[src/rtl/mbx_pkg.sv]
package mbx_pkg;
    // Offsets inside one slot's window; slot k starts at k * SLOT_STRIDE.
    localparam int unsigned OFS_LOAD    = 0;
    localparam int unsigned OFS_SET     = 4;
    localparam int unsigned OFS_CLEAR   = 8;
    localparam int unsigned SLOT_STRIDE = 16;
    localparam int unsigned LOCK_OFS    = 248;

    typedef enum logic {
        LOCK_FREE = 1'b0,
        LOCK_HELD = 1'b1
    } lock_state_t;
endpackage

[src/rtl/mbx_decode.sv]
module mbx_decode
    import mbx_pkg::*;
#(
    parameter int unsigned ADDR_W  = 8,
    parameter int unsigned N_SLOTS = 2
) (
    input  logic [ADDR_W-1:0]  addr,
    input  logic               wr,
    input  logic               rd,
    output logic [N_SLOTS-1:0] slot_load,
    output logic [N_SLOTS-1:0] slot_set,
    output logic [N_SLOTS-1:0] slot_clear,
    output logic [N_SLOTS-1:0] slot_rd_hit,
    output logic               lock_take,
    output logic               lock_write,
    output logic               rd_active
);
    localparam logic [ADDR_W-1:0] LOCK_ADDR = ADDR_W'(LOCK_OFS);

    // A write in the same cycle suppresses the read and its side effect.
    assign rd_active  = rd & ~wr;
    assign lock_take  = rd_active & (addr == LOCK_ADDR);
    assign lock_write = wr & (addr == LOCK_ADDR);

    for (genvar k = 0; k < N_SLOTS; k++) begin : g_slot_dec
        localparam logic [ADDR_W-1:0] BASE    = ADDR_W'(k * SLOT_STRIDE);
        localparam logic [ADDR_W-1:0] A_LOAD  = BASE + ADDR_W'(OFS_LOAD);
        localparam logic [ADDR_W-1:0] A_SET   = BASE + ADDR_W'(OFS_SET);
        localparam logic [ADDR_W-1:0] A_CLEAR = BASE + ADDR_W'(OFS_CLEAR);

        logic hit_load, hit_set, hit_clear;
        assign hit_load  = (addr == A_LOAD);
        assign hit_set   = (addr == A_SET);
        assign hit_clear = (addr == A_CLEAR);

        assign slot_load[k]   = wr & hit_load;
        assign slot_set[k]    = wr & hit_set;
        assign slot_clear[k]  = wr & hit_clear;
        assign slot_rd_hit[k] = rd_active & (hit_load | hit_set | hit_clear);
    end
endmodule

[src/rtl/mbx_slot.sv]
module mbx_slot #(
    parameter int unsigned DATA_W = 32
) (
    input  logic              clk,
    input  logic              rst_n,
    input  logic              load,
    input  logic              set,
    input  logic              clear,
    input  logic [DATA_W-1:0] wdata,
    output logic [DATA_W-1:0] value,
    output logic              irq
);
    logic [DATA_W-1:0] value_q, value_d;
    logic [DATA_W-1:0] set_mask, clr_mask;
    logic              irq_q;

    // Clear wins over set for overlapping bits if both ever coincide.
    always_comb begin
        set_mask = set   ? wdata : '0;
        clr_mask = clear ? wdata : '0;
        if (load) begin
            value_d = wdata;
        end else begin
            value_d = (value_q | set_mask) & ~clr_mask;
        end
    end

    always_ff @(posedge clk) begin
        if (!rst_n) begin
            value_q <= '0;
            irq_q   <= 1'b0;
        end else begin
            value_q <= value_d;
            irq_q   <= (value_d != '0);
        end
    end

    assign value = value_q;
    assign irq   = irq_q;
endmodule

[src/rtl/mbx_lock.sv]
module mbx_lock
    import mbx_pkg::*;
(
    input  logic clk,
    input  logic rst_n,
    input  logic take,
    input  logic release_req,
    output logic is_free
);
    lock_state_t state_q, state_d;

    // State register.
    always_ff @(posedge clk) begin
        if (!rst_n) begin
            state_q <= LOCK_FREE;
        end else begin
            state_q <= state_d;
        end
    end

    // Transitions: TAKE (FREE -> HELD on read), RELEASE (any -> FREE on write 1).
    always_comb begin
        state_d = state_q;
        unique case (state_q)
            LOCK_FREE: begin
                if (take) state_d = LOCK_HELD;
            end
            LOCK_HELD: begin
                if (release_req) state_d = LOCK_FREE;
            end
            default: state_d = LOCK_FREE;
        endcase
    end

    // Outputs.
    always_comb begin
        unique case (state_q)
            LOCK_FREE: is_free = 1'b1;
            LOCK_HELD: is_free = 1'b0;
            default:   is_free = 1'b0;
        endcase
    end
endmodule

[src/rtl/core_mailbox.sv]
module core_mailbox
    import mbx_pkg::*;
#(
    parameter int unsigned DATA_W  = 32,
    parameter int unsigned ADDR_W  = 8,
    parameter int unsigned N_SLOTS = 2
) (
    input  logic               clk,
    input  logic               rst_n,
    input  logic [ADDR_W-1:0]  bus_addr,
    input  logic               bus_wr,
    input  logic               bus_rd,
    input  logic [DATA_W-1:0]  bus_wdata,
    output logic [DATA_W-1:0]  bus_rdata,
    output logic [N_SLOTS-1:0] irq
);
    logic [N_SLOTS-1:0] slot_load, slot_set, slot_clear, slot_rd_hit;
    logic               lock_take, lock_write, rd_active;
    logic               lock_free;
    logic [DATA_W-1:0]  slot_val [N_SLOTS];
    logic [DATA_W-1:0]  rd_mux;
    logic [DATA_W-1:0]  rdata_q;

    mbx_decode #(.ADDR_W(ADDR_W), .N_SLOTS(N_SLOTS)) u_decode (
        .addr        (bus_addr),
        .wr          (bus_wr),
        .rd          (bus_rd),
        .slot_load   (slot_load),
        .slot_set    (slot_set),
        .slot_clear  (slot_clear),
        .slot_rd_hit (slot_rd_hit),
        .lock_take   (lock_take),
        .lock_write  (lock_write),
        .rd_active   (rd_active)
    );

    for (genvar k = 0; k < N_SLOTS; k++) begin : g_slot
        mbx_slot #(.DATA_W(DATA_W)) u_slot (
            .clk   (clk),
            .rst_n (rst_n),
            .load  (slot_load[k]),
            .set   (slot_set[k]),
            .clear (slot_clear[k]),
            .wdata (bus_wdata),
            .value (slot_val[k]),
            .irq   (irq[k])
        );
    end

    mbx_lock u_lock (
        .clk         (clk),
        .rst_n       (rst_n),
        .take        (lock_take),
        .release_req (lock_write & bus_wdata[0]),
        .is_free     (lock_free)
    );

    // Read selection: lock state is sampled before this read's take.
    always_comb begin
        rd_mux = '0;
        if (lock_take) begin
            rd_mux = DATA_W'(lock_free);
        end else begin
            for (int k = 0; k < N_SLOTS; k++) begin
                if (slot_rd_hit[k]) rd_mux = slot_val[k];
            end
        end
    end

    always_ff @(posedge clk) begin
        if (!rst_n) begin
            rdata_q <= '0;
        end else begin
            rdata_q <= rd_active ? rd_mux : '0;
        end
    end

    assign bus_rdata = rdata_q;
endmodule

[config.mk]
export PLATFORM = sky130hd
export DESIGN_NAME = core_mailbox
export DESIGN_NICKNAME = d
export VERILOG_FILES = /design/src/rtl/mbx_pkg.sv /design/src/rtl/mbx_decode.sv /design/src/rtl/mbx_slot.sv /design/src/rtl/mbx_lock.sv /design/src/rtl/core_mailbox.sv
export SDC_FILE = /design/constraint.sdc
export NUM_CORES = 1
export LEC_CHECK = 0
export BUFFER_PORTS_ARGS = -buffer_cell sky130_fd_sc_hd__buf_2
export CORE_MARGIN = 3
export CORE_UTILIZATION = 57
export CTS_CLUSTER_SIZE = 25
export DETAILED_ROUTE_END_ITERATION = 8
export GPL_ROUTABILITY_DRIVEN = 0
export HOLD_SLACK_MARGIN = 0.15
export PLACE_DENSITY = 0.8
export SLEW_MARGIN = 0
export SYNTH_ARGS = -nofsm -noshare
export SYNTH_HDL_FRONTEND = slang
export SYNTH_HIERARCHICAL = 1
export SYNTH_SLANG_ARGS = --single-unit
[constraint.sdc]
create_clock -name clk -period 2.4 [get_ports clk]
set_input_delay 0 -clock clk [delete_from_list [all_inputs] [get_ports clk]]
set_output_delay 0 -clock clk [all_outputs]
set_load 0.005 [all_outputs]
# --- Word level (Yosys, flattened, before mapping) ---
# Cells that the tools add are included.
classes:
  n_addsub: 0
  multipliers: 0
  div_mod_pow: 0
  magnitude_cmp: 0
  n_eq_ne: 6
  shifts: 0
  mux: 13
  n_bitwise: 26
  n_reduce_logical: 5
ops:
  columns: ["op", "n"]
  rows:
  - ["$mux W32", 8]
  - ["$and A32 B32 Y32", 2]
  - ["$not A32 Y32", 2]
  - ["$or A32 B32 Y32", 2]
  - ["$reduce_bool A32 Y1", 2]
  - ["$eq A8 B5 Y1 const B", 3]
  - ["$and A1 B1 Y1", 12]
  - ["$eq A8 B3 Y1 const B", 1]
  - ["$eq A8 B4 Y1 const B", 1]
  - ["$eq A8 B8 Y1 const B", 1]
  - ["$logic_not A8 Y1", 1]
  - ["$not A1 Y1", 4]
  - ["$or A1 B1 Y1", 4]
  - ["$pmux W1 S2", 2]
  - ["$mux W1", 3]
  - ["$reduce_or A3 Y1", 1]
  - ["$reduce_and A2 Y1", 1]
totals:
  ff_bits: 99
  latchBits: 0
  ram_bits: 0
  mem_bits_ro: 0
  in_bits: 44
  out_inout_bits: 34
  wordCells: 57
  mem_count: 0

# --- Logic depth before layout (Yosys ltp) ---
# Gate-level depths: netlist (run 1).
logic_depth:
  depth_word: 7
  depth_mapped: 10
  depth_no_buf: 7

# --- Hierarchy ---
# Netlist (run 1), hierarchy kept.
modules_own_cells:
  columns: ["mod", "instances", "cells_per_inst", "area_each_um2", "seq_area_each_um2"]
  rows:
  - ["mbx_slot", 2, 189, 1682.9, 660.6]
  - ["core_mailbox", 1, 145, 1365.1, 640.6]
  - ["mbx_decode", 1, 23, 155.1, 0.0]
  - ["mbx_lock", 1, 5, 55.1, 20.0]

# --- Worst setup path after synthesis (run 1) ---
# OpenSTA, ideal clock, no wires.
synth_path:
  kind: "input to register"
  start: "input bus_addr[5]"
  end: "register g_slot[0].u_slot.irq_q"
  setup_ns: 0.127
  arrival_ns: 1.904
  t_required_ns: 2.273
  setup_slack_ns: 0.369
  cell_stages: 9
  path_buffers: 2
  path_cell_list: "or4b_1 > buf_2 > nor3_1 > buf_2 > a2bb2oi_1 > o22ai_1 > nand4_1 > nor4_1 > a21oi_1"
synth_via:
  elab_chain_len: 7
  elab_cells_between_ends: 13
  cone_classes: "eq/ne: 2; mux: 3; bitwise: 6; reduce/logical: 2"
synth_rtl:
  columns: ["item", "line", "text"]
  rows:
  - ["start: declaration", "core_mailbox.sv:10", "input logic [ADDR_W-1:0] bus_addr,"]
  - ["$eq A8 B4 Y1", "mbx_decode.sv:34", "assign hit_clear = (addr == A_CLEAR);"]
  - ["$and A1 B1 Y1", "mbx_decode.sv:38", "assign slot_clear[k] = wr & hit_clear;"]
  - ["via slot_clear[0]", "core_mailbox.sv:17", "logic [N_SLOTS-1:0] slot_load, slot_set, slot_clear, slot_rd_hit;"]
  - ["$mux W32", "mbx_slot.sv:20", "clr_mask = clear ? wdata : '0;"]
  - ["$not A32 Y32", "mbx_slot.sv:24", "value_d = (value_q | set_mask) & ~clr_mask;"]
  - ["$and A32 B32 Y32", "mbx_slot.sv:24", null]
  - ["$mux W32", "mbx_slot.sv:21", "if (load) begin"]
  - ["$reduce_bool A32 Y1", "mbx_slot.sv:34", "irq_q <= (value_d != '0);"]
  - ["end signal: assignment", "mbx_slot.sv:34", null]
  - ["end: declaration", "mbx_slot.sv:15", "logic irq_q;"]
# The timed path passes the listed nets, and every way through them passes these cells.
# A chain may end at the register's enable or synchronous reset.

# --- Worst setup path after layout (run 1) ---
layout_path:
  start: "input bus_addr[5]"
  end: "register g_slot[0].u_slot.irq_q"
layout_via:
  elab_cells_between_ends: 13
  cone_classes: "eq/ne: 2; mux: 3; bitwise: 6; reduce/logical: 2"
layout_rtl:
  columns: ["item", "line", "text"]
  rows:
  - ["$logic_not A8 Y1", "mbx_decode.sv:32", "assign hit_load = (addr == A_LOAD);"]
  - ["$and A1 B1 Y1", "mbx_decode.sv:36", "assign slot_load[k] = wr & hit_load;"]
  - ["via slot_load[0]", "core_mailbox.sv:17", null]
  - ["$mux W32", "mbx_slot.sv:21", null]
  - ["$reduce_bool A32 Y1", "mbx_slot.sv:34", null]
# The timed path passes the listed nets, and every way through them passes these cells.

==> results of run 1 <==
-- area by class of cell --
class | instances | area (sq um)
Multi-Input combinational cell | 400 | 2620
Fill cell | 622 | 2230
Tap cell | 105 | 131
Inverter | 6 | 22.5
Clock buffer | 12 | 155
Clock inverter | 3 | 23.8
Timing Repair Buffer | 156 | 1140
Sequential cell | 99 | 1980
-- kinds of logic (layout without fill, tap and decap cells) --
kind of cell	Yosys count	count (layout)
AO/OA/AOI/OAI	166	166
buffers and inverters	52	177
flip-flops	99	99
AND/OR/NAND/NOR	234	234
-- registers in the layout, summed over array words and instances, names as in the netlist --
register	count
g_slot.u_slot/value	64
g_slot.u_slot/irq	2
u_lock/state_q	1
bus_rdata	32
-- worst max path at each step --
stage	cells after the start	start	to
6_report	10	bus_addr[5]	g_slot[0].u_slot/irq$_SDFF_PN0_
5_1_grt	11	bus_addr[5]	g_slot[1].u_slot/irq$_SDFF_PN0_
4_1_cts	10	bus_addr[5]	g_slot[0].u_slot/irq$_SDFF_PN0_
3_5_place_dp	10	bus_addr[5]	g_slot[0].u_slot/irq$_SDFF_PN0_
3_3_place_gp	10	bus_addr[5]	g_slot[0].u_slot/irq$_SDFF_PN0_
2_1_floorplan	9	bus_addr[5]	g_slot[0].u_slot/irq$_SDFF_PN0_
-- per-stage QoR --
step	instances	setup WS [ns]	area, sq um
2_1_floorplan	551	0.369	4940
3_3_place_gp	732	-0.0804	5550
3_5_place_dp	732	-0.148	5550
4_1_cts	781	0.237	6070
5_1_grt	781	0.0536	6070
6_report	781	0.190	6070
-- cell usage in the layout (no fill, tap or decap), types with 31 or more instances in the layout --
master,instances
sky130_fd_sc_hd__buf_4,39
sky130_fd_sc_hd__dlygate4sd3_1,34
sky130_fd_sc_hd__a2bb2oi_1,64
sky130_fd_sc_hd__buf_2,77
sky130_fd_sc_hd__nand2_1,32
sky130_fd_sc_hd__a21oi_1,31
sky130_fd_sc_hd__o22ai_1,60
sky130_fd_sc_hd__nor2b_1,49
sky130_fd_sc_hd__dfxtp_1,99
sky130_fd_sc_hd__nor2_1,65
-- power groups by stage --
stage	clock (mW)	combinational [mW]	sequential [mW]
3_5_place_dp	0	0.147	1.69
5_1_grt	1.09	0.208	1.65
4_1_cts	1.02	0.190	1.65
2_1_floorplan	0	0.0512	1.68
3_3_place_gp	0	0.143	1.68
6_report	1.01	0.196	1.65
-- critical path, delay by kind of cell --
| kind | cells | cell delay [ns] |
|---|---|---|
| buffers and inverters | 3 | 0.52 |
| AO/OA/AOI/OAI | 2 | 0.31 |
| AND/OR/NAND/NOR | 5 | 1.62 |
-- per-layer routing --
| layer | GRT usage [%] | routed length [um] | vias up |
|---|---|---|---|
| li1 | - | - | 2249 |
| met1 | 35.0 | 5570 | 2320 |
| met2 | 47.4 | 6700 | 258 |
| met3 | 5.33 | 1050 | 45 |
| met4 | 11.8 | 388 | 0 |
| met5 | 0 | 0 | - |
-- repair_timing --
item | in CTS | in global routing
hold buffers | 34 | 0
buffers inserted | 0 | 0
endpoints found under the setup margin | 0 | 0
endpoints found under the hold margin | 68 | 0
==> results.md, run 1 <==
* Synth top area cells: sky130_fd_sc_hd__dfxtp_1 (40%), sky130_fd_sc_hd__a2bb2oi_1 (11%), sky130_fd_sc_hd__o22ai_1 (7.6%), sky130_fd_sc_hd__nor2b_1 (6.2%), sky130_fd_sc_hd__nor2_1 (4.9%)
* Final number of max-transition violations at 0
* Switching power at 0.682 mW
* Maximum achievable frequency at 0.452 GHz
* Element type at the critical path end: register
* IO Port Bufs at 77
* FF-to-FF End: g_slot[0].u_slot/irq$_SDFF_PN0_
* Via density per instance at 6.24
* Clock H-tree levels at 3
* Post-synthesis instance area at 4940 sq um
* Pin count of the biggest net entering global routing at 65
* Type of the worst setup path: input port to register
* Total Routed Length at 13700 um
* Synth Area in Compound Gates at 24.5%
* Worst Path Required at 2.64 ns
* Result of the run: finished clean
* Total Die Area at 9820 sq um
* Number of nets in the synthesized netlist at 595
* Commonest register cell after synthesis: sky130_fd_sc_hd__dfxtp_1
* Part of the Yosys area used for sequential elements at 40.1%
* Cell-internal power at 2.17 mW
* Die height at 99.1 um
* CP startpoint kind: input port
* Hold wc startpoint: bus_wr
* Cell type with the largest total area after synthesis: sky130_fd_sc_hd__dfxtp_1
* Top-Level Pins at 78
* Number of flip-flops and latches in the synthesized netlist at 99
* XOR/XNOR share of the synthesized area at 0%
* Worst reg2reg path startpoint: g_slot[0].u_slot/value[20]$_SDFF_PN0_
* Worst EP arrival at 2.45 ns
* Number of buffers inserted during clock tree synthesis at 9
* Number of detailed-routing iterations run before antenna repair at 5
* Row count at 33
* Basic-gate share of the synthesized area counting and, or, nand and nor cells at 27.9%
* Critical Path, Cell by Cell: buf_2, or4b_1, nor3_2, buf_4, buf_4, nor2b_1, o22ai_1, nand4_1, nor4_1, a21oi_1
* Max VDD drop at 279 uV
* Multiplexer share of the synthesized area at 0%
* DRC violation count after routing at 0
* Cell depth of the worst hold path at 6
* Total via count in the routed design at 4872
* Final Setup Violations at 0
* Count of clock tree sinks at 99
* Peak per-stage delay on the critical path at 0.69 ns
* Portion of total power attributed to the clock network at 35.4%
* Comb power frac at 6.9%
* CP Max Fanout at 13
* Drt initial violations at 434
* Final count of hold timing violations at 0
* Number of maximum-capacitance constraint violations at 0
* Most repeated cell in the gate-level netlist after synthesis: sky130_fd_sc_hd__dfxtp_1
* Dominant cell type by count on the critical path: sky130_fd_sc_hd__buf_4
* Async set-or-reset flop fraction in the synthesized netlist at 0%
* Leakage at 2.67 nW
* Sw Ratio at 23.9%
* P&R area growth vs syn at 22.9%
* Setup clock skew after layout at 0.00960 ns
* Post-detailed-route count of antenna-violating nets at 0
* Clock Latency Late Sink at 0.36 ns
* Slew at the pin with the worst max-slew slack at 0.606 ns
* Register share of total power at 57.8%
* Buffer depth of the longest clock path at 2
* Post-synthesis area per instance at 8.97 sq um
* First-pass GRT wire length at 22600 um
* CP max stage cell: sky130_fd_sc_hd__or4b_1
* Type of the worst min-delay path: input port to register
* Total chip power at 2.85 mW
* P per Cell Area at 469 nW/um^2
* Via count of the first global-routing pass at 4837
* Hold slack at 0.158 ns
* Top cell type's share of synthesized area at 40.1%
* Combinational family with the most area after synthesis: simple AND/OR/NAND/NOR gates
* Post-CTS clock slew at the launch and capture registers of the worst setup and hold paths at 0.09 ns
* Post-Syn Instances at 551
* Total overflow reported by the global router at 0
* Total Nets Final at 716
* Adder-cell share of the synthesized area at 0%
* Post-cts gate resize count at 0
* Starting Density at 59.5%
* Post-route minimum period at 2.21 ns
* Share of the cycle needed by the critical path after routing at 92.1%
* Layout cell share with drive strength beyond 1 at 25.6%
* RSZ-0062 raised after global routing: false
* Chip width at 99.1 um
* Wirelength per Cell at 17.6 um
* TritonCTS clock tree: built
* Endpoint, Worst Hold: u_lock/state_q$_SDFF_PN0_
* Top cells by count, synth: sky130_fd_sc_hd__dfxtp_1 (99), sky130_fd_sc_hd__nor2_1 (65), sky130_fd_sc_hd__a2bb2oi_1 (64)
* Number of distinct library cell variants in the gate-level netlist after synthesis at 34
* Rel. slew slack at 59.6%
* Ys Warns at 6
* HPWL Detailed at 8680 um
* Core box area at 8300 sq um
* Antenna cell count at 0
* Root buf cell: sky130_fd_sc_hd__clkbuf_8
* Util after Layout at 73.2%
* Setup_tns at 0 ns
* Number of enable flip-flop cells after synthesis at 0
* GRT Util Overall at 28.0%
* Antenna violations before repair at 0
* Cells on worst reg2reg path at 5
* Flop2flop setup slack at 0.86 ns
No activity file was read; power rests on OpenSTA's default activity.
==> run 2, diff against run 1 <==
Settings changed: ABC_AREA set to 1, CORE_UTILIZATION 57 to 58, PLACE_DENSITY 0.8 to 0.81.
==> run 2 against run 1 <==
Net effect: critical path depth decreased by 1; sequential power about the same; synthesized cell count up 56%; non-clock buffer count is 33 lower.
==> results.md, run 2 <==
* Result of the run: finished clean
* Post-synthesis instance area at 5480 sq um (+11%)
* Post-cts gate resize count at 0 (unchanged)
* Total overflow reported by the global router at 0 (unchanged)
* Total Routed Length at 14700 um (+7.4%)
* Element type at the critical path end: register
* Final Setup Violations at 0 (unchanged)
* Layout cell share with drive strength beyond 1 at 16.0% (-9.6 points)
* Number of enable flip-flop cells after synthesis at 0 (unchanged)
* Number of buffers inserted during clock tree synthesis at 9 (unchanged)
* Post-synthesis area per instance at 6.37 sq um (-29%)
* Root buf cell: sky130_fd_sc_hd__clkbuf_8
* Hold slack at 0.252 ns (+0.0940 ns)
* Ys Warns at 6 (unchanged)
* Core box area at 8930 sq um (+7.6%)
* Top cell type's share of synthesized area at 36.2% (-4.0 points)
* Number of non-filler instances in the completed layout at 1062 (+36%)
* Wirelength per Cell at 13.9 um (-21%)
* Number of distinct library cell variants in the gate-level netlist after synthesis at 23 (-32%)
* Number of detailed-routing iterations run before antenna repair at 6 (+1)
* Post-placement cell count at 1011 (+38%)
* Chip width at 103 um (+4.1%)
* Top-Level Pins at 78 (unchanged)
* Via count of the first global-routing pass at 5366 (+11%)
* Crit-path leading delay family: buffers and inverters
* Footprint of the flip-flops and latches at 1980 sq um (unchanged)
* Flip-flop count of the largest register after layout at 64 (unchanged)
* CP max stage cell: sky130_fd_sc_hd__dlygate4sd3_1
* Post-route minimum period at 1.83 ns (-0.384 ns)
* Antenna cell count at 0 (unchanged)
* Buffer depth of the longest clock path at 2 (unchanged)
* CP startpoint kind: input port
* Commonest register cell after synthesis: sky130_fd_sc_hd__dfxtp_1
* Total Die Area at 10700 sq um (+8.5%)
* Final count of hold timing violations at 0 (unchanged)
* Max VDD drop at 393 uV (+41%)
* Setup_tns at 0 ns (unchanged)
* Post-detailed-route count of antenna-violating nets at 0 (unchanged)
* Number of maximum-capacitance constraint violations at 0 (unchanged)
* Final number of max-transition violations at 0 (unchanged)
* Fill count at 768 (+23%)
* Share of the cycle needed by the critical path after routing at 76.1% (-16 points)
* Top cells by count, synth: sky130_fd_sc_hd__nand2_1 (363), sky130_fd_sc_hd__a21oi_1 (145), sky130_fd_sc_hd__dfxtp_1 (99)
* Number of flip-flops and latches in the synthesized netlist at 99 (unchanged)
* Pin count of the biggest net entering global routing at 65 (unchanged)
* Worst Path Required at 2.65 ns (about the same)
* Maximum achievable frequency at 0.548 GHz (+21%)
* TritonCTS clock tree: built
* Slew at the pin with the worst max-slew slack at 0.577 ns (-0.0294 ns)
* Commonest non-fill, non-tap cell in the layout: sky130_fd_sc_hd__nand2_1
* Antenna violations before repair at 0 (unchanged)
* Worst EP arrival at 2.08 ns (-0.37 ns)
* Via density per instance at 5.40 (-14%)
* Total via count in the routed design at 5730 (+18%)
* Number of nets in the synthesized netlist at 904 (+52%)
* Rel. slew slack at 61.5% (+1.9 points)
* Count of clock tree sinks at 99 (unchanged)
* Peak per-stage delay on the critical path at 0.56 ns (-0.13 ns)
* Util after Layout at 71.1% (-2.0 points)
* Setup clock skew after layout at 0.0162 ns (+0.00664 ns)
* Clock H-tree levels at 3 (unchanged)
* Type of the worst setup path: input port to register
* Row count at 34 (+3.0%)
* First-pass GRT wire length at 23800 um (+5.2%)
* Part of the Yosys area used for sequential elements at 36.2% (-4.0 points)
* Starting Density at 61.4% (+1.8 points)
* GRT Util Overall at 28.1% (+0.097 points)
* Post-CTS clock slew at the launch and capture registers of the worst setup and hold paths at 0.09 ns (about the same)
* Most used cells in the layout excluding fill and tap cells: sky130_fd_sc_hd__nand2_1 (363), sky130_fd_sc_hd__a21oi_1 (145), sky130_fd_sc_hd__dfxtp_1 (99)
* Cell type with the largest total area after synthesis: sky130_fd_sc_hd__dfxtp_1
* Async set-or-reset flop fraction in the synthesized netlist at 0% (unchanged)
* Synth top area cells: sky130_fd_sc_hd__dfxtp_1 (36%), sky130_fd_sc_hd__nand2_1 (25%), sky130_fd_sc_hd__a21oi_1 (13%), sky130_fd_sc_hd__inv_1 (5.3%), sky130_fd_sc_hd__nor2_1 (4.1%)
* CP Max Fanout at 7 (-6)
* Critical path buffers and inverters at 5 (+2)
* Critical Path, Cell by Cell: dlygate4sd3_1, buf_2, nand2_1, inv_1, nand2_1, nand2_1, dlygate4sd3_1, nor2_2, dlygate4sd3_1
* Multi-input gate area in the final layout at 2840 sq um (+8.5%)
* Die height at 103 um (+4.1%)
* Type of the worst min-delay path: input port to register
* P&R area growth vs syn at 16.0%
* Leakage at 3.08 nW (+15%)
* Clock Latency Late Sink at 0.37 ns (about the same)
* DRC violation count after routing at 0 (unchanged)
* IO Port Bufs at 77 (unchanged)
* Most repeated cell in the gate-level netlist after synthesis: sky130_fd_sc_hd__nand2_1
* RSZ-0062 raised after global routing: false
* Drt initial violations at 533 (+23%)
* HPWL Detailed at 8930 um (+2.8%)
* Total Nets Final at 993 (+39%)
* P per Cell Area at 483 nW/um^2 (+3.0%)
* Post-Syn Instances at 860 (+56%)
run 2: changes by cell type in the layout (fill, tap and decap cells not counted), sizes merged, moves of 49 or more:
cell	delta
a21oi	+124
o22ai	-64
nand2	+331
nor2b	-49
a2bb2oi	-64
inv	+75
run 2: report_power, final:
group | switching (mW) | total, mW | internal, mW | leakage, nW
Clock | 0.601 | 1.22 | 0.617 | 0.113
Sequential | 0.00303 | 1.65 | 1.65 | 0.797
Combinational | 0.124 | 0.206 | 0.0820 | 2.17
Total | 0.728 | 3.07 | 2.35 | 3.08
run 2: worst paths after layout:
path                                                      startpoint                        end  cells after the start  slack [ns]
worst min register to register  g_slot[1].u_slot/value[9]$_SDFF_PN0_    bus_rdata[9]$_SDFF_PP0_                      2        0.46
worst max-delay path                                    bus_wdata[0]  u_lock/state_q$_SDFF_PN0_                      9        0.57
worst max register to register             u_lock/state_q$_SDFF_PN0_  u_lock/state_q$_SDFF_PN0_                      5        0.60
worst min-delay path                                          bus_rd    bus_rdata[0]$_SDFF_PN0_                      7        0.25
run 2: worst min-delay path: stages:
cell and delay, ns:
sky130_fd_sc_hd__buf_2 0.09, sky130_fd_sc_hd__nand2_1 0.15, sky130_fd_sc_hd__inv_1 0.06, sky130_fd_sc_hd__nand2_1 0.05, sky130_fd_sc_hd__inv_1 0.05, sky130_fd_sc_hd__o21ai_0 0.10, sky130_fd_sc_hd__nor2_1 0.06
run 2: final cells by class:
| class | instances | share of cell area (%) |
|---|---|---|
| clock buffer | 10 | 2.17 |
| clock inverter | 6 | 1.36 |
| inverter | 80 | 4.76 |
| multi-input combinational | 636 | 44.7 |
| sequential | 99 | 31.2 |
| tap | 108 | 2.13 |
| timing repair buffer | 123 | 13.7 |
run 2: logic make-up (layout without fill, tap and decap cells):
family | count (synthesis) | count (layout) | synth area share (%)
AO/OA/AOI/OAI | 176 | 176 | 17.9
buffers and inverters | 125 | 219 | 12.5
flip-flops | 99 | 99 | 36.2
AND/OR/NAND/NOR | 460 | 460 | 33.4
run 2: layer usage:
layer / global-route usage (%) / share of wire, % / vias to the layer above
met5: 0 / 0 / -
met4: 9.86 / 2.0 / 0
met3: 4.36 / 7.0 / 31
met2: 49.1 / 50 / 230
met1: 35.3 / 41 / 2600
li1: - / - / 2869
run 2: timing repair:
action	4_1_cts	5_1_grt
endpoints found under the hold margin	66	0
buffers inserted	0	0
hold buffers	35	0
run 2: per-stage QoR:
stage	power, mW	instance area, sq um	setup WS, ns
2_1_floorplan	1.75	5480	0.869
3_5_place_dp	1.85	5780	0.400
3_3_place_gp	1.84	5780	0.469
4_1_cts	3.07	6360	0.608
6_report	3.07	6360	0.574
5_1_grt	3.17	6360	0.465
==> run 3, diff against run 2 <==
Settings changed: CORE_UTILIZATION 58 to 52, PLACE_DENSITY 0.81 to 0.76.
Clock period 2.4 ns to 1.6 ns, I/O delays scaled along.
==> run 3 against run 2 <==
Net effect: worst setup slack lost 0.51 ns; die area grew 11%; global-route usage shrank 2.3 points; first-iteration DRC count grew 6.8%; largest power group unchanged.
==> results.md, run 3 (same netlist as run 2, synthesis figures left out) <==
* Drt initial violations at 569 (+6.8%)
* Number of detailed-routing iterations run before antenna repair at 5 (-1)
* Commonest non-fill, non-tap cell in the layout: sky130_fd_sc_hd__nand2_1
* Max VDD drop at 363 uV (-7.6%)
* Post-detailed-route count of antenna-violating nets at 0 (unchanged)
* FF-to-FF End: g_slot[1].u_slot/irq$_SDFF_PN0_
* Via density per instance at 5.17 (-4.3%)
* Final Setup Violations at 0 (unchanged)
* Layout cell share with drive strength beyond 1 at 22.7% (+6.6 points)
* TritonCTS clock tree: built
* Cells on worst reg2reg path at 10 (+5)
* Slew at the pin with the worst max-slew slack at 0.435 ns (-0.141 ns)
* Type of the worst min-delay path: input port to register
* P&R area growth vs syn at 31.1%
* Total Routed Length at 15900 um (+8.1%)
* Worst Path Required at 1.85 ns (-0.80 ns)
* Final count of hold timing violations at 0 (unchanged)
* Multi-input gate area in the final layout at 2910 sq um (+2.3%)
* Number of maximum-capacitance constraint violations at 0 (unchanged)
* Element type at the critical path end: register
* Maximum achievable frequency at 0.650 GHz
* Most used cells in the layout excluding fill and tap cells: sky130_fd_sc_hd__nand2_1 (360), sky130_fd_sc_hd__a21oi_1 (145), sky130_fd_sc_hd__dfxtp_1 (99)
* Worst EP arrival at 1.78 ns (-0.30 ns)
* Endpoint, Worst Hold: bus_rdata[0]$_SDFF_PN0_
* Hold wc startpoint: bus_addr[4]
* Share of the cycle needed by the critical path after routing at 96.1%
* Fill count at 860 (+12%)
* RSZ-0062 raised after global routing: true
* Result of the run: finished clean
* Footprint of the flip-flops and latches at 1980 sq um (unchanged)
* Post-route minimum period at 1.54 ns
* CP startpoint kind: input port
* Flop2flop setup slack at 0.33 ns (-0.27 ns)
* Clock H-tree levels at 3 (unchanged)
* IO Port Bufs at 77 (unchanged)
* Rel. slew slack at 71.0% (+9.5 points)
* Flip-flop count of the largest register after layout at 64 (unchanged)
* CP Max Fanout at 16 (+9)
* Worst reg2reg path startpoint: g_slot[1].u_slot/value[1]$_SDFF_PN0_
* Antenna cell count at 0 (unchanged)
* Buffer depth of the longest clock path at 2 (unchanged)
* Post-place instance area at 6350 sq um (+9.8%)
* DRC violation count after routing at 0 (unchanged)
* Chip width at 109 um (+5.3%)
* Area of all placed cells without fillers at 7180 sq um (+13%)
* Total Die Area at 11800 sq um (+11%)
* Pin count of the biggest net entering global routing at 41 (-37%)
* Leakage at 3.47 nW (+13%)
* Count of clock tree sinks at 99 (unchanged)
* Cell depth of the worst hold path at 8 (+1)
* Starting Density at 54.8% (-6.5 points)
* Number of buffers inserted during clock tree synthesis at 9 (unchanged)
* Top-Level Pins at 78 (unchanged)
* First-pass GRT wire length at 24700 um (+3.8%)
* HPWL Detailed at 9690 um (+8.5%)
* Worst Setup Slack post-DPL at -0.344 ns (-0.743 ns)
* Worst setup slack after layout at 0.0621 ns (-0.512 ns)
* Post-CTS clock slew at the launch and capture registers of the worst setup and hold paths at 0.09 ns (about the same)
* Core box area at 10000 sq um (+12%)
* Type of the worst setup path: input port to register
* GRT Util Overall at 25.9% (-2.3 points)
* Final number of max-transition violations at 0 (unchanged)
* Total Nets Final at 1064 (+7.2%)
* Setup clock skew after layout at 0.0123 ns (-0.00394 ns)
* Via count of the first global-routing pass at 5436 (+1.3%)
* Wirelength per Cell at 13.8 um (-0.77%)
* Total via count in the routed design at 5977 (+4.3%)
* Die height at 109 um (+5.3%)
* Root buf cell: sky130_fd_sc_hd__clkbuf_8
* Util after Layout at 71.8% (+0.70 points)
* Total overflow reported by the global router at 0 (unchanged)
* Clock Latency Late Sink at 0.37 ns (about the same)
* Row count at 36 (+5.9%)
* P per Cell Area at 621 nW/um^2 (+28%)
* Antenna violations before repair at 0 (unchanged)
-- run 3: cell count changes in the layout (fill, tap and decap cells not counted), moves of 2 or more --
| cell | delta |
|---|---|
| sky130_fd_sc_hd__nor2_2 | +3 |
| sky130_fd_sc_hd__clkbuf_16 | +5 |
| sky130_fd_sc_hd__dlygate4sd3_1 | +2 |
| sky130_fd_sc_hd__buf_4 | +53 |
| sky130_fd_sc_hd__nor3_1 | -3 |
| sky130_fd_sc_hd__nand2_1 | -3 |
| sky130_fd_sc_hd__nor3_4 | +2 |
| sky130_fd_sc_hd__nor2_4 | +3 |
| sky130_fd_sc_hd__clkinv_2 | -2 |
| sky130_fd_sc_hd__buf_12 | +11 |
| sky130_fd_sc_hd__nand2_2 | +3 |
| sky130_fd_sc_hd__nor2_1 | -6 |
-- run 3: critical path, stage by stage --
cell	delay, ns
sky130_fd_sc_hd__buf_2	0.11
sky130_fd_sc_hd__nor2_4	0.13
sky130_fd_sc_hd__inv_4	0.06
sky130_fd_sc_hd__nor3_4	0.16
sky130_fd_sc_hd__nand2_2	0.09
sky130_fd_sc_hd__nor2_4	0.18
sky130_fd_sc_hd__buf_12	0.13
sky130_fd_sc_hd__clkbuf_16	0.16
sky130_fd_sc_hd__a21oi_1	0.07
sky130_fd_sc_hd__nand2_1	0.09
sky130_fd_sc_hd__nand2_1	0.07
sky130_fd_sc_hd__nor2_1	0.13
sky130_fd_sc_hd__nand2_1	0.09
sky130_fd_sc_hd__nor2_1	0.12
sky130_fd_sc_hd__nand2_1	0.07
sky130_fd_sc_hd__nor2_1	0.08
sky130_fd_sc_hd__nor2_1	0.04
-- run 3: worst max path at each step --
| stage | start | endpoint | slack (ns) |
|---|---|---|---|
| global placement | bus_addr[1] | g_slot[1].u_slot/irq$_SDFF_PN0_ | -0.31 |
| floorplan | bus_addr[1] | g_slot[0].u_slot/irq$_SDFF_PN0_ | 0.07 |
| CTS | bus_addr[1] | g_slot[1].u_slot/irq$_SDFF_PN0_ | 0.05 |
| finish | bus_addr[1] | g_slot[0].u_slot/irq$_SDFF_PN0_ | 0.06 |
| global route | bus_addr[1] | g_slot[0].u_slot/irq$_SDFF_PN0_ | -0.08 |
| detailed placement | bus_addr[1] | g_slot[1].u_slot/irq$_SDFF_PN0_ | -0.34 |
-- run 3: cell type report --
cell class | instances | area share, %
Inverter | 80 | 4.25
Clock inverter | 5 | 0.871
Sequential cell | 99 | 27.6
Tap cell | 133 | 2.32
Multi-Input combinational cell | 636 | 40.5
Timing Repair Buffer | 194 | 22.7
Clock buffer | 10 | 1.78
-- run 3: timing repair --
item / CTS / global route
gates resized for setup: 0 / 18
buffers inserted: 0 / 9
hold buffers: 37 / 0
endpoints found under the hold margin: 66 / 0
endpoints found under the setup margin: 0 / 3
-- run 3: routing by layer --
layer / global-route usage (%) / vias up / wire [um]
li1: - / 3016 / -
met1: 34.3 / 2691 / 6860
met2: 43.7 / 246 / 7560
met3: 3.85 / 24 / 1220
met4: 7.48 / 0 / 272
met5: 0 / - / 0
-- run 3: metrics by stage --
step	setup TNS, ns	hold slack (ns)	total power [mW]	cells
after floorplan	0	0.135	2.62	860
after CTS	0	0.246	4.45	1143
after global routing	-0.166	0.324	4.61	1157
after detailed placement	-0.611	0.278	2.79	1091
after global placement	-0.540	0.280	2.79	1091
final	0	0.297	4.46	1157
-- run 3: power by group --
group          leakage (nW)  internal [mW]  total (mW)  switching (mW)
registers             0.797           2.47        2.47         0.00495
logic                  2.58          0.150       0.358           0.208
clock network        0.0890          0.725        1.63           0.905
